File: config.mk
export PLATFORM = sky130hd
export DESIGN_NAME = in_byte_accum
export DESIGN_NICKNAME = d
export VERILOG_FILES = /design/src/rtl/accum_pkg.sv /design/src/rtl/limit_latch.sv /design/src/rtl/pkt_byte_ctr.sv /design/src/rtl/txn_seq.sv /design/src/rtl/in_byte_accum.sv
export SDC_FILE = /design/constraint.sdc
export NUM_CORES = 1
export LEC_CHECK = 0
export BUFFER_PORTS_ARGS = -buffer_cell sky130_fd_sc_hd__buf_2
export CAP_MARGIN = 20
export CORE_MARGIN = 3
export CORE_UTILIZATION = 40
export DETAILED_ROUTE_END_ITERATION = 10
export PLACE_DENSITY = 0.68
export RECOVER_POWER = 25
export SETUP_SLACK_MARGIN = 0.02
export SYNTH_ARGS = -nofsm -noshare
export SYNTH_HDL_FRONTEND = slang
export SYNTH_HIERARCHICAL = 1
export SYNTH_SLANG_ARGS = --single-unit
File: constraint.sdc
create_clock -name clk -period 5.6 [get_ports clk]
set_input_delay 1.12 -clock clk [delete_from_list [all_inputs] [get_ports clk]]
set_output_delay 1.12 -clock clk [all_outputs]
set_load 0.03 [all_outputs]
File: src/rtl/accum_pkg.sv
package accum_pkg;
  localparam int MPS_W  = 11;
  localparam int TOT_W  = 12;
  localparam int MULT_W = 2;

  typedef enum logic {SQ_IDLE = 1'b0, SQ_RUN = 1'b1} seq_state_t;

  // lesser of packet size and allowed length, in packet-size width
  function automatic logic [MPS_W-1:0] pkt_limit(input logic [MPS_W-1:0] mps,
                                                 input logic [TOT_W-1:0] alw);
    if ({{(TOT_W-MPS_W){1'b0}}, mps} <= alw) return mps;
    else return alw[MPS_W-1:0];
  endfunction
endpackage

File: src/rtl/limit_latch.sv
module limit_latch
  import accum_pkg::*;
(
  input  logic             clk,
  input  logic             rst_n,
  input  logic             load,
  input  logic [MPS_W-1:0] max_pkt,
  input  logic [TOT_W-1:0] allow_len,
  output logic [MPS_W-1:0] limit
);
  always_ff @(posedge clk or negedge rst_n) begin
    if (!rst_n)    limit <= '0;
    else if (load) limit <= pkt_limit(max_pkt, allow_len);
  end
endmodule

File: src/rtl/pkt_byte_ctr.sv
module pkt_byte_ctr
  import accum_pkg::*;
(
  input  logic             clk,
  input  logic             rst_n,
  input  logic             clear,
  input  logic [MPS_W-1:0] limit,
  input  logic             byte_in,
  input  logic             pkt_close,
  output logic             byte_ok,
  output logic             over
);
  logic [MPS_W-1:0] cnt;

  assign over    = byte_in && (cnt == limit);
  assign byte_ok = byte_in && !over;

  always_ff @(posedge clk or negedge rst_n) begin
    if (!rst_n)                  cnt <= '0;
    else if (clear || pkt_close) cnt <= '0;
    else if (byte_ok)            cnt <= cnt + 1'b1;
  end

  AST_CNT_WITHIN_LIMIT: assert property (@(posedge clk) disable iff (!rst_n)
    !clear |-> cnt <= limit);
  AST_CLOSE_RESTARTS: assert property (@(posedge clk) disable iff (!rst_n)
    pkt_close |=> cnt == '0);
endmodule

File: src/rtl/txn_seq.sv
module txn_seq
  import accum_pkg::*;
(
  input  logic              clk,
  input  logic              rst_n,
  input  logic              start_ok,
  input  logic [MULT_W-1:0] txn_count,
  input  logic              pkt_close,
  input  logic              over,
  output logic              active,
  output logic              babble,
  output logic              done
);
  seq_state_t        st;
  logic [MULT_W-1:0] txn_cnt, txn_max;
  logic              last_close, finish;

  assign last_close = pkt_close && !over && (MULT_W'(txn_cnt + 1'b1) == txn_max);
  assign finish     = (st == SQ_RUN) && (over || last_close);
  assign active     = (st == SQ_RUN);

  always_ff @(posedge clk or negedge rst_n) begin
    if (!rst_n) begin
      st <= SQ_IDLE; txn_cnt <= '0; txn_max <= '0; babble <= 1'b0; done <= 1'b0;
    end else begin
      done <= finish;
      if (start_ok) begin
        st <= SQ_RUN; txn_cnt <= '0; txn_max <= txn_count; babble <= 1'b0;
      end else if (st == SQ_RUN) begin
        if (over) babble <= 1'b1;
        if (finish) st <= SQ_IDLE;
        else if (pkt_close) txn_cnt <= txn_cnt + 1'b1;
      end
    end
  end

  AST_BABBLE_STOPS: assert property (@(posedge clk) disable iff (!rst_n)
    over |=> babble && !active && done);
  AST_DONE_ONE_CYCLE: assert property (@(posedge clk) disable iff (!rst_n)
    done |=> !done);
  AST_FALL_GIVES_DONE: assert property (@(posedge clk) disable iff (!rst_n)
    $fell(active) |-> done);
  AST_TXN_BELOW_COUNT: assert property (@(posedge clk) disable iff (!rst_n)
    active |-> txn_cnt < txn_max);
  AST_BABBLE_STICKY: assert property (@(posedge clk) disable iff (!rst_n)
    babble && !start_ok |=> babble);
endmodule

File: src/rtl/in_byte_accum.sv
module in_byte_accum
  import accum_pkg::*;
(
  input  logic              clk,
  input  logic              rst_n,
  input  logic              start,
  input  logic [MULT_W-1:0] txn_count,
  input  logic [MPS_W-1:0]  max_pkt,
  input  logic [TOT_W-1:0]  allow_len,
  input  logic              byte_vld,
  input  logic              pkt_end,
  output logic [TOT_W-1:0]  total,
  output logic              babble,
  output logic              active,
  output logic              done
);
  logic             start_ok, byte_in, pkt_close, byte_ok, over;
  logic [MPS_W-1:0] limit;

  assign start_ok  = start && !active && (txn_count != '0);
  assign byte_in   = byte_vld && active;
  assign pkt_close = pkt_end && active;

  limit_latch u_lim (.clk(clk), .rst_n(rst_n), .load(start_ok),
                     .max_pkt(max_pkt), .allow_len(allow_len), .limit(limit));

  pkt_byte_ctr u_ctr (.clk(clk), .rst_n(rst_n), .clear(start_ok), .limit(limit),
                      .byte_in(byte_in), .pkt_close(pkt_close),
                      .byte_ok(byte_ok), .over(over));

  txn_seq u_seq (.clk(clk), .rst_n(rst_n), .start_ok(start_ok), .txn_count(txn_count),
                 .pkt_close(pkt_close), .over(over), .active(active),
                 .babble(babble), .done(done));

  always_ff @(posedge clk or negedge rst_n) begin
    if (!rst_n)        total <= '0;
    else if (start_ok) total <= '0;
    else if (byte_ok)  total <= total + 1'b1;
  end

  AST_START_ARMS: assert property (@(posedge clk) disable iff (!rst_n)
    start_ok |=> active && total == '0 && !babble);
  AST_IGNORED_START: assert property (@(posedge clk) disable iff (!rst_n)
    start && active && !byte_vld && !pkt_end |=> active && $stable(total));
  AST_IDLE_TOTAL_HOLD: assert property (@(posedge clk) disable iff (!rst_n)
    !active && !start_ok |=> $stable(total));
  AST_EXCESS_NOT_ADDED: assert property (@(posedge clk) disable iff (!rst_n)
    over |=> $stable(total));
endmodule

==> results of run 1 <==
-- power groups by stage --
stage | sequential (mW) | clock [mW] | combinational (mW)
floorplan | 0.477 | 0 | 0.320
global placement | 0.467 | 0 | 0.412
detailed placement | 0.471 | 0 | 0.422
CTS | 0.465 | 0.246 | 0.424
global route | 0.477 | 0.257 | 0.469
finish | 0.463 | 0.238 | 0.421
-- cell families (layout without fill, tap and decap cells) --
group	after synthesis	in the layout	synth area share, %
and+or+nand+nor	113	113	25.5
buffers and inverters	31	68	5.51
xor gates and xnor gates	17	17	5.38
AOI/OAI and AO/OA	69	69	18.7
adders and majority gates	14	14	6.28
muxes	4	4	1.54
DFF	41	41	37.1
-- synthesized netlist by cell type (7+ instances only) --
| library cell | instances | area, um2 |
|---|---|---|
| sky130_fd_sc_hd__dfrtp_1 | 41 | 1030 |
| sky130_fd_sc_hd__a21oi_1 | 20 | 100 |
| sky130_fd_sc_hd__nand4_1 | 10 | 62.6 |
| sky130_fd_sc_hd__nand2_1 | 20 | 75.1 |
| sky130_fd_sc_hd__clkbuf_1 | 7 | 26.3 |
| sky130_fd_sc_hd__or3_2 | 8 | 60.1 |
| sky130_fd_sc_hd__xnor2_1 | 13 | 114 |
| sky130_fd_sc_hd__nand4b_1 | 11 | 96.3 |
| sky130_fd_sc_hd__nor2_1 | 13 | 48.8 |
| sky130_fd_sc_hd__ha_1 | 13 | 163 |
| sky130_fd_sc_hd__inv_1 | 15 | 56.3 |
| sky130_fd_sc_hd__o211ai_2 | 9 | 113 |
| sky130_fd_sc_hd__o21ai_0 | 13 | 65.1 |
| sky130_fd_sc_hd__nand3_1 | 20 | 100 |
| sky130_fd_sc_hd__a2bb2oi_1 | 11 | 96.3 |
-- metal layers --
metal | vias up | part of all wire [%] | global-route usage [%]
met5 | - | 0 | 0
met4 | 0 | 1.4 | 4.87
met3 | 7 | 3.9 | 3.23
li1 | 1154 | - | -
met1 | 1109 | 48 | 21.6
met2 | 48 | 46 | 25.8
-- registers in the layout, indices dropped and copies added (netlist names) --
| name | flops |
|---|---|
| u_lim/limit | 11 |
| total | 12 |
| u_seq/babble | 1 |
| u_seq/txn_cnt | 2 |
| u_seq/txn_max | 2 |
| u_ctr/cnt | 11 |
| u_seq/active | 1 |
| u_seq/done | 1 |
-- area by class of cell --
cell class / count / area (um2) / area share, %
repair buffers: 45 / 226 / 7.28
clock buffers: 6 / 72.6 / 2.33
multi-input cells: 217 / 1600 / 51.3
flip-flops and latches: 41 / 1030 / 33.0
well taps: 77 / 96.3 / 3.10
inverters: 15 / 56.3 / 1.81
clock inverters: 2 / 38.8 / 1.25
-- stage by stage --
| stage | std cells | utilization, % | cell area (um2) | power (mW) |
|---|---|---|---|---|
| CTS | 403 | 47.7 | 3110 | 1.13 |
| finish | 403 | 47.6 | 3110 | 1.12 |
| global placement | 395 | 46.0 | 3000 | 0.879 |
| detailed placement | 395 | 46.0 | 3000 | 0.893 |
| global route | 403 | 47.6 | 3110 | 1.20 |
| floorplan | 289 | - | 2770 | 0.797 |
-- worst max-delay path: stages --
cell                       delay, ns
sky130_fd_sc_hd__buf_2          0.09
sky130_fd_sc_hd__inv_1          0.04
sky130_fd_sc_hd__ha_1           0.28
sky130_fd_sc_hd__a211oi_1       0.21
sky130_fd_sc_hd__nor2_1         0.07
sky130_fd_sc_hd__o21bai_1       0.66
sky130_fd_sc_hd__and3_1         0.64
sky130_fd_sc_hd__o211ai_1       0.18
-- worst paths after layout --
| path | start | cells after the start | end |
|---|---|---|---|
| max | allow_len[5] | 8 | u_lim/limit[10] |
| min | u_seq/babble | 2 | u_seq/babble |
| max reg2reg | u_ctr/cnt[2] | 7 | total[3] |
| min reg2reg | u_seq/babble | 2 | u_seq/babble |
| max in group asynchronous | rst_n | 1 | u_ctr/cnt[4] |
| min in group asynchronous | rst_n | 1 | u_seq/txn_max[1] |
==> results.rst, run 1 <==
.. list-table::
   :header-rows: 1

   * - Metric
     - Value
   * - Result of the run
     - finished with violations
   * - Failing checks
     - capacitance limit, slew limit
   * - Root cell of the clock tree
     - sky130_fd_sc_hd__clkbuf_8
   * - Gate power share
     - 37.6%
   * - # DRC
     - 0
   * - Overflow left after global routing
     - 0
   * - Number of synthesized register bits
     - 41
   * - Highest achievable clock rate
     - 317 MHz
   * - Area inside the core boundary
     - 6530 um2
   * - Clock power share
     - 21.2%
   * - Ports placed on the boundary
     - 45
   * - Relative max-transition margin
     - -47.4%
   * - Switching Power
     - 434 uW
   * - Clk_skew
     - 0.00755 ns
   * - Fill count
     - 628
   * - Critical Path Fanout Max
     - 12
   * - Port buffer count
     - 44
   * - Most used cells in the layout excluding fill and tap cells
     - sky130_fd_sc_hd__buf_2, sky130_fd_sc_hd__dfrtp_1, sky130_fd_sc_hd__nand3_1, sky130_fd_sc_hd__a21oi_1, sky130_fd_sc_hd__nand2_1
   * - RSZ-0062 raised after global routing
     - no
   * - Share of the clock period used by the worst path after layout
     - 56.3%
   * - Count of flip-flops with a built-in enable after synthesis
     - 0
   * - Part of the Yosys area used for sequential elements
     - 37.1%
   * - Combined global-route utilization of all metal layers
     - 16.0%
   * - Post-detailed-routing wire length
     - 5880 um
   * - Final routed wire length divided by cell count
     - 14.6 um
   * - Gate count of the mapped netlist
     - 289
   * - Area enclosed by the die boundary
     - 7960 um2
   * - Clock-pin slew on the worst setup and hold paths
     - 0.07 ns
   * - Number of antenna violations at the first check in global routing
     - 0
   * - Type of the tightest min-delay check
     - reg -> reg
   * - Internal power
     - 688 uW
   * - Final estimated routing congestion in global placement
     - 0.774
   * - Worst slew pin tran
     - 2.21 ns
   * - Minimum clock period after layout
     - 3.15 ns
   * - Detailed-route vias per instance
     - 5.75
   * - Final-layout setup total negative slack
     - 0 ns
   * - Number of distinct standard cells referenced by the synthesized netlist
     - 48
   * - Synth warnings
     - 6
   * - First DRT Iteration DRCs
     - 127
   * - Peak ir drop on the vdd network
     - 0.000127 V
   * - Relative area change from synthesis to final layout
     - 12.4%
   * - Total clock buffers created by CTS
     - 5
   * - Maximum number of pins on one net before global-route repair
     - 46
   * - Quantity of hold-fixing buffers added after cts
     - 0
   * - Share of final-layout standard cells stronger than drive strength 1
     - 24.8%
   * - Setup slack of the most critical reg-to-reg path
     - 3.28 ns
   * - Height of the die
     - 89.2 um
   * - Ratio of total power to cell area
     - 361 nW/um2
   * - Worst Hold Margin
     - 0.497 ns
   * - Initial core utilization
     - 42.4%
   * - Number of cells upsized or downsized after cts
     - 0
   * - Most common cell after layout, fill and taps aside
     - sky130_fd_sc_hd__buf_2
   * - Total number of nets in the final design
     - 368
   * - First-pass GRT wire length
     - 10,100 um
   * - Drt first pass iters
     - 4
   * - Primary FF master, synth
     - sky130_fd_sc_hd__dfrtp_1
   * - Die X-Extent
     - 89.2 um
   * - Least setup slack across all paths after layout
     - 2.45 ns
   * - Net count after synthesis
     - 332
   * - Worst Path Class, Setup
     - in -> reg
   * - CTS tree
     - done
   * - Antenna-violating nets left
     - 0
   * - Critical path startpoint category
     - primary input
   * - Clock Sink Count
     - 41
   * - Cell leakage power
     - 1.35 nW
   * - Post-Syn Area
     - 2770 um2
   * - Total count of hold-check failures in the final report
     - 0
   * - Via count of the first global-routing pass
     - 2,180
   * - Clock tree buffer depth
     - 2
   * - Average instance area after synthesis
     - 9.58 um2
   * - Total setup violations reported at the end of the flow
     - 0
   * - Async SR Flop Fraction
     - 100%
   * - Reported max-cap violation count
     - 1
   * - Sw Share
     - 38.7%
   * - Slew Limit Fails
     - 42
   * - Capturing element type of the critical path
     - register
   * - Detailed placer's ending HPWL
     - 4310 um
   * - DR vias
     - 2,318
   * - Antenna diode instance count
     - 0
   * - Number of setup buffers added after CTS
     - 0
   * - CP required
     - 5.75 ns
   * - Worst setup timing slack at the placement stage
     - 2.19 ns
   * - Count of H-tree levels built during CTS
     - 2
   * - Clock insertion delay at the later pin of the skew report
     - 0.30 ns
   * - Worst Path Arrival
     - 3.30 ns
   * - Fraction of power consumed by sequential logic
     - 41.3%
   * - Row count
     - 29
No activity file was read; power rests on OpenSTA's default activity.
==> run 2, diff against run 1 <==
==> constraint.sdc (replaced) <==
create_clock -name clk -period 3.2 [get_ports clk]
set_input_delay 0.64 -clock clk [delete_from_list [all_inputs] [get_ports clk]]
set_output_delay 0.64 -clock clk [all_outputs]
set_load 0.03 [all_outputs]
==> run 2 against run 1 <==
Against the previous run:
- the flow still finishes with violations (capacitance limit, slew limit)
- combinational power rose by 75%
- routed wire length rose by 0.73%
- flip-flop and latch count did not move
- clock power rose by 84%
- first-iteration DRC count fell by 21%
- die area did not move
- setup slack got worse by 1.6 ns
- critical endpoint is now total[7]
- cell count rose by 0.74%
- utilization rose by 0.42 points
- design area rose by 0.88%
- sequential power rose by 74%
==> results.rst, run 2 (synthesis gave the netlist of run 1 again) <==
.. list-table::
   :header-rows: 1

   * - Metric
     - Value
   * - Result of the run
     - finished with violations
   * - Failing checks
     - capacitance limit, slew limit
   * - Worst Path Class, Setup
     - reg -> reg
   * - Cell depth of the worst min-delay path
     - 2
   * - Setup slack of the most critical reg-to-reg path
     - 0.85 ns
   * - Area used by sequential logic in the layout
     - 1030 um2
   * - Total count of hold-check failures in the final report
     - 0
   * - Overflow left after global routing
     - 0
   * - Clock-pin slew on the worst setup and hold paths
     - 0.08 ns
   * - Highest achievable clock rate
     - 425 MHz
   * - Minimum clock period after layout
     - 2.35 ns
   * - Most common cell after layout, fill and taps aside
     - sky130_fd_sc_hd__buf_2
   * - Port buffer count
     - 44
   * - Maximum number of pins on one net before global-route repair
     - 42
   * - Final routed wire length divided by cell count
     - 14.6 um
   * - Biggest cell delay along the critical path
     - 0.60 ns
   * - Internal power
     - 1.23 mW
   * - Relative max-transition margin
     - -44.5%
   * - Number of setup buffers added after CTS
     - 0
   * - Worst Path Arrival
     - 2.58 ns
   * - Clock Sink Count
     - 41
   * - Peak ir drop on the vdd network
     - 0.000202 V
   * - Clock insertion delay at the later pin of the skew report
     - 0.29 ns
   * - Final-layout setup total negative slack
     - 0 ns
   * - Worst R2R End
     - total[7]
   * - Highest-delay cell along the critical path
     - sky130_fd_sc_hd__o31ai_4
   * - Placement-stage cell area
     - 3020 um2
   * - Largest reg by FF count
     - total
   * - Clock power share
     - 22.1%
   * - Reported max-cap violation count
     - 1
   * - RSZ-0062 raised after global routing
     - no
   * - First DRT Iteration DRCs
     - 100
   * - Kind of cell adding the most delay to the critical path
     - compound AO/OA/AOI/OAI gates
   * - Area enclosed by the die boundary
     - 7960 um2
   * - Number of cells upsized or downsized after cts
     - 0
   * - CTS tree
     - done
   * - Critical path startpoint category
     - register
   * - Ratio of total power to cell area
     - 632 nW/um2
   * - Share of final-layout standard cells stronger than drive strength 1
     - 25.5%
   * - Switching Power
     - 755 uW
   * - Total number of nets in the final design
     - 371
   * - Clk_skew
     - 0.00628 ns
   * - Most used cells in the layout excluding fill and tap cells
     - sky130_fd_sc_hd__buf_2, sky130_fd_sc_hd__dfrtp_1, sky130_fd_sc_hd__nand3_1, sky130_fd_sc_hd__a21oi_1, sky130_fd_sc_hd__nand2_1
   * - Initial core utilization
     - 42.4%
   * - Quantity of hold-fixing buffers added after cts
     - 0
   * - Row count
     - 29
   * - Register-to-Register Path Depth
     - 7
   * - Worst Hold Margin
     - 0.497 ns
   * - Root cell of the clock tree
     - sky130_fd_sc_hd__clkbuf_8
   * - Fill count
     - 615
   * - Cell leakage power
     - 1.36 nW
   * - Capturing element type of the critical path
     - register
   * - First-pass GRT wire length
     - 10,500 um
   * - Area inside the core boundary
     - 6530 um2
   * - Critical Path Fanout Max
     - 18
   * - Worst slew pin tran
     - 2.17 ns
   * - Fraction of power consumed by sequential logic
     - 40.7%
   * - Total setup violations reported at the end of the flow
     - 0
   * - Number of antenna violations at the first check in global routing
     - 0
   * - Share of the clock period used by the worst path after layout
     - 73.5%
   * - Detailed placer's ending HPWL
     - 4380 um
   * - Relative area change from synthesis to final layout
     - 13.4%
   * - Tot Pwr
     - 1.98 mW
   * - # DRC
     - 0
   * - Slew Limit Fails
     - 42
   * - Clock tree buffer depth
     - 2
   * - Gate power share
     - 37.2%
   * - Sw Share
     - 38.1%
   * - Destination of the worst hold path
     - u_seq/babble
   * - Type of the tightest min-delay check
     - reg -> reg
   * - Height of the die
     - 89.2 um
   * - CP required
     - 3.43 ns
   * - Startpoint of the most critical hold path
     - u_seq/babble
   * - Ordered list of cells on the worst path
     - xnor2_1 > nand4_1 > o31ai_4 > inv_1 > nand4_4 > o21ai_0 > a21oi_1
   * - Final estimated routing congestion in global placement
     - 0.779
   * - Total clock buffers created by CTS
     - 5
   * - Number of buffer and inverter stages on the critical path
     - 1
   * - Drt first pass iters
     - 4
   * - Registers with the highest flip-flop counts
     - total: 12 flops, u_ctr/cnt: 11 flops, u_lim/limit: 11 flops
   * - Reg2Reg Launch Point
     - u_ctr/cnt[2]
   * - Combined global-route utilization of all metal layers
     - 16.5%
   * - Count of H-tree levels built during CTS
     - 2
   * - Post-detailed-routing wire length
     - 5920 um
   * - Total area of multi-input combinational cells
     - 1600 um2
   * - Die X-Extent
     - 89.2 um
   * - Via count of the first global-routing pass
     - 2,289
   * - Antenna diode instance count
     - 0
   * - Ports placed on the boundary
     - 45
   * - Post-route design area
     - 3140 um2
   * - Max reg flops
     - 12
   * - Antenna-violating nets left
     - 0
   * - DR vias
     - 2,307
   * - Detailed-route vias per instance
     - 5.68
run 2: power groups by stage:
| stage | registers, mW | clock network (mW) | logic, mW |
|---|---|---|---|
| after global placement | 0.815 | 0 | 0.724 |
| after detailed placement | 0.821 | 0 | 0.743 |
| after CTS | 0.810 | 0.443 | 0.746 |
| final | 0.807 | 0.438 | 0.738 |
| after global routing | 0.832 | 0.469 | 0.827 |
| after floorplan | 0.835 | 0 | 0.561 |
run 2: worst max-delay path by stage:
| stage | start | end | slack [ns] | cells after the start |
|---|---|---|---|---|
| final | u_ctr/cnt[2] | total[7] | 0.85 | 7 |
| after global routing | rst_n | u_lim/limit[10] | 0.53 | 1 |
| after CTS | u_ctr/cnt[2] | total[7] | 0.85 | 7 |
| after detailed placement | allow_len[9] | u_lim/limit[10] | 0.54 | 7 |
| after global placement | max_pkt[9] | u_lim/limit[9] | 0.60 | 6 |
| after floorplan | txn_count[1] | u_seq/txn_max[0] | 1.02 | 5 |
run 2: worst min-delay path, stage by stage, from the launching register on:
cell and delay, ns:
sky130_fd_sc_hd__dfrtp_1 0.35, sky130_fd_sc_hd__a21oi_1 0.04, sky130_fd_sc_hd__nor2_1 0.07
run 2: layout make-up:
| class | count | share of cell area [%] |
|---|---|---|
| inverters | 15 | 1.79 |
| repair buffers | 48 | 7.93 |
| flip-flops and latches | 41 | 32.7 |
| clock buffers | 7 | 2.75 |
| clock inverters | 1 | 0.957 |
| multi-input cells | 217 | 50.8 |
| well taps | 77 | 3.07 |
run 2: metal layers:
layer,global-route usage [%],vias to the layer above,part of all wire [%]
li1,-,1152,-
met1,22.1,1103,47
met2,27.5,46,48
met3,3.04,6,3.5
met4,4.47,0,1.3
met5,0,-,0
run 2: metrics by stage:
step	setup slack, ns	utilization [%]	std cells
after floorplan	1.02	-	289
after global placement	0.599	46.3	398
after detailed placement	0.544	46.3	398
after CTS	0.854	48.1	406
after global routing	0.535	48.1	406
final	0.848	48.1	406
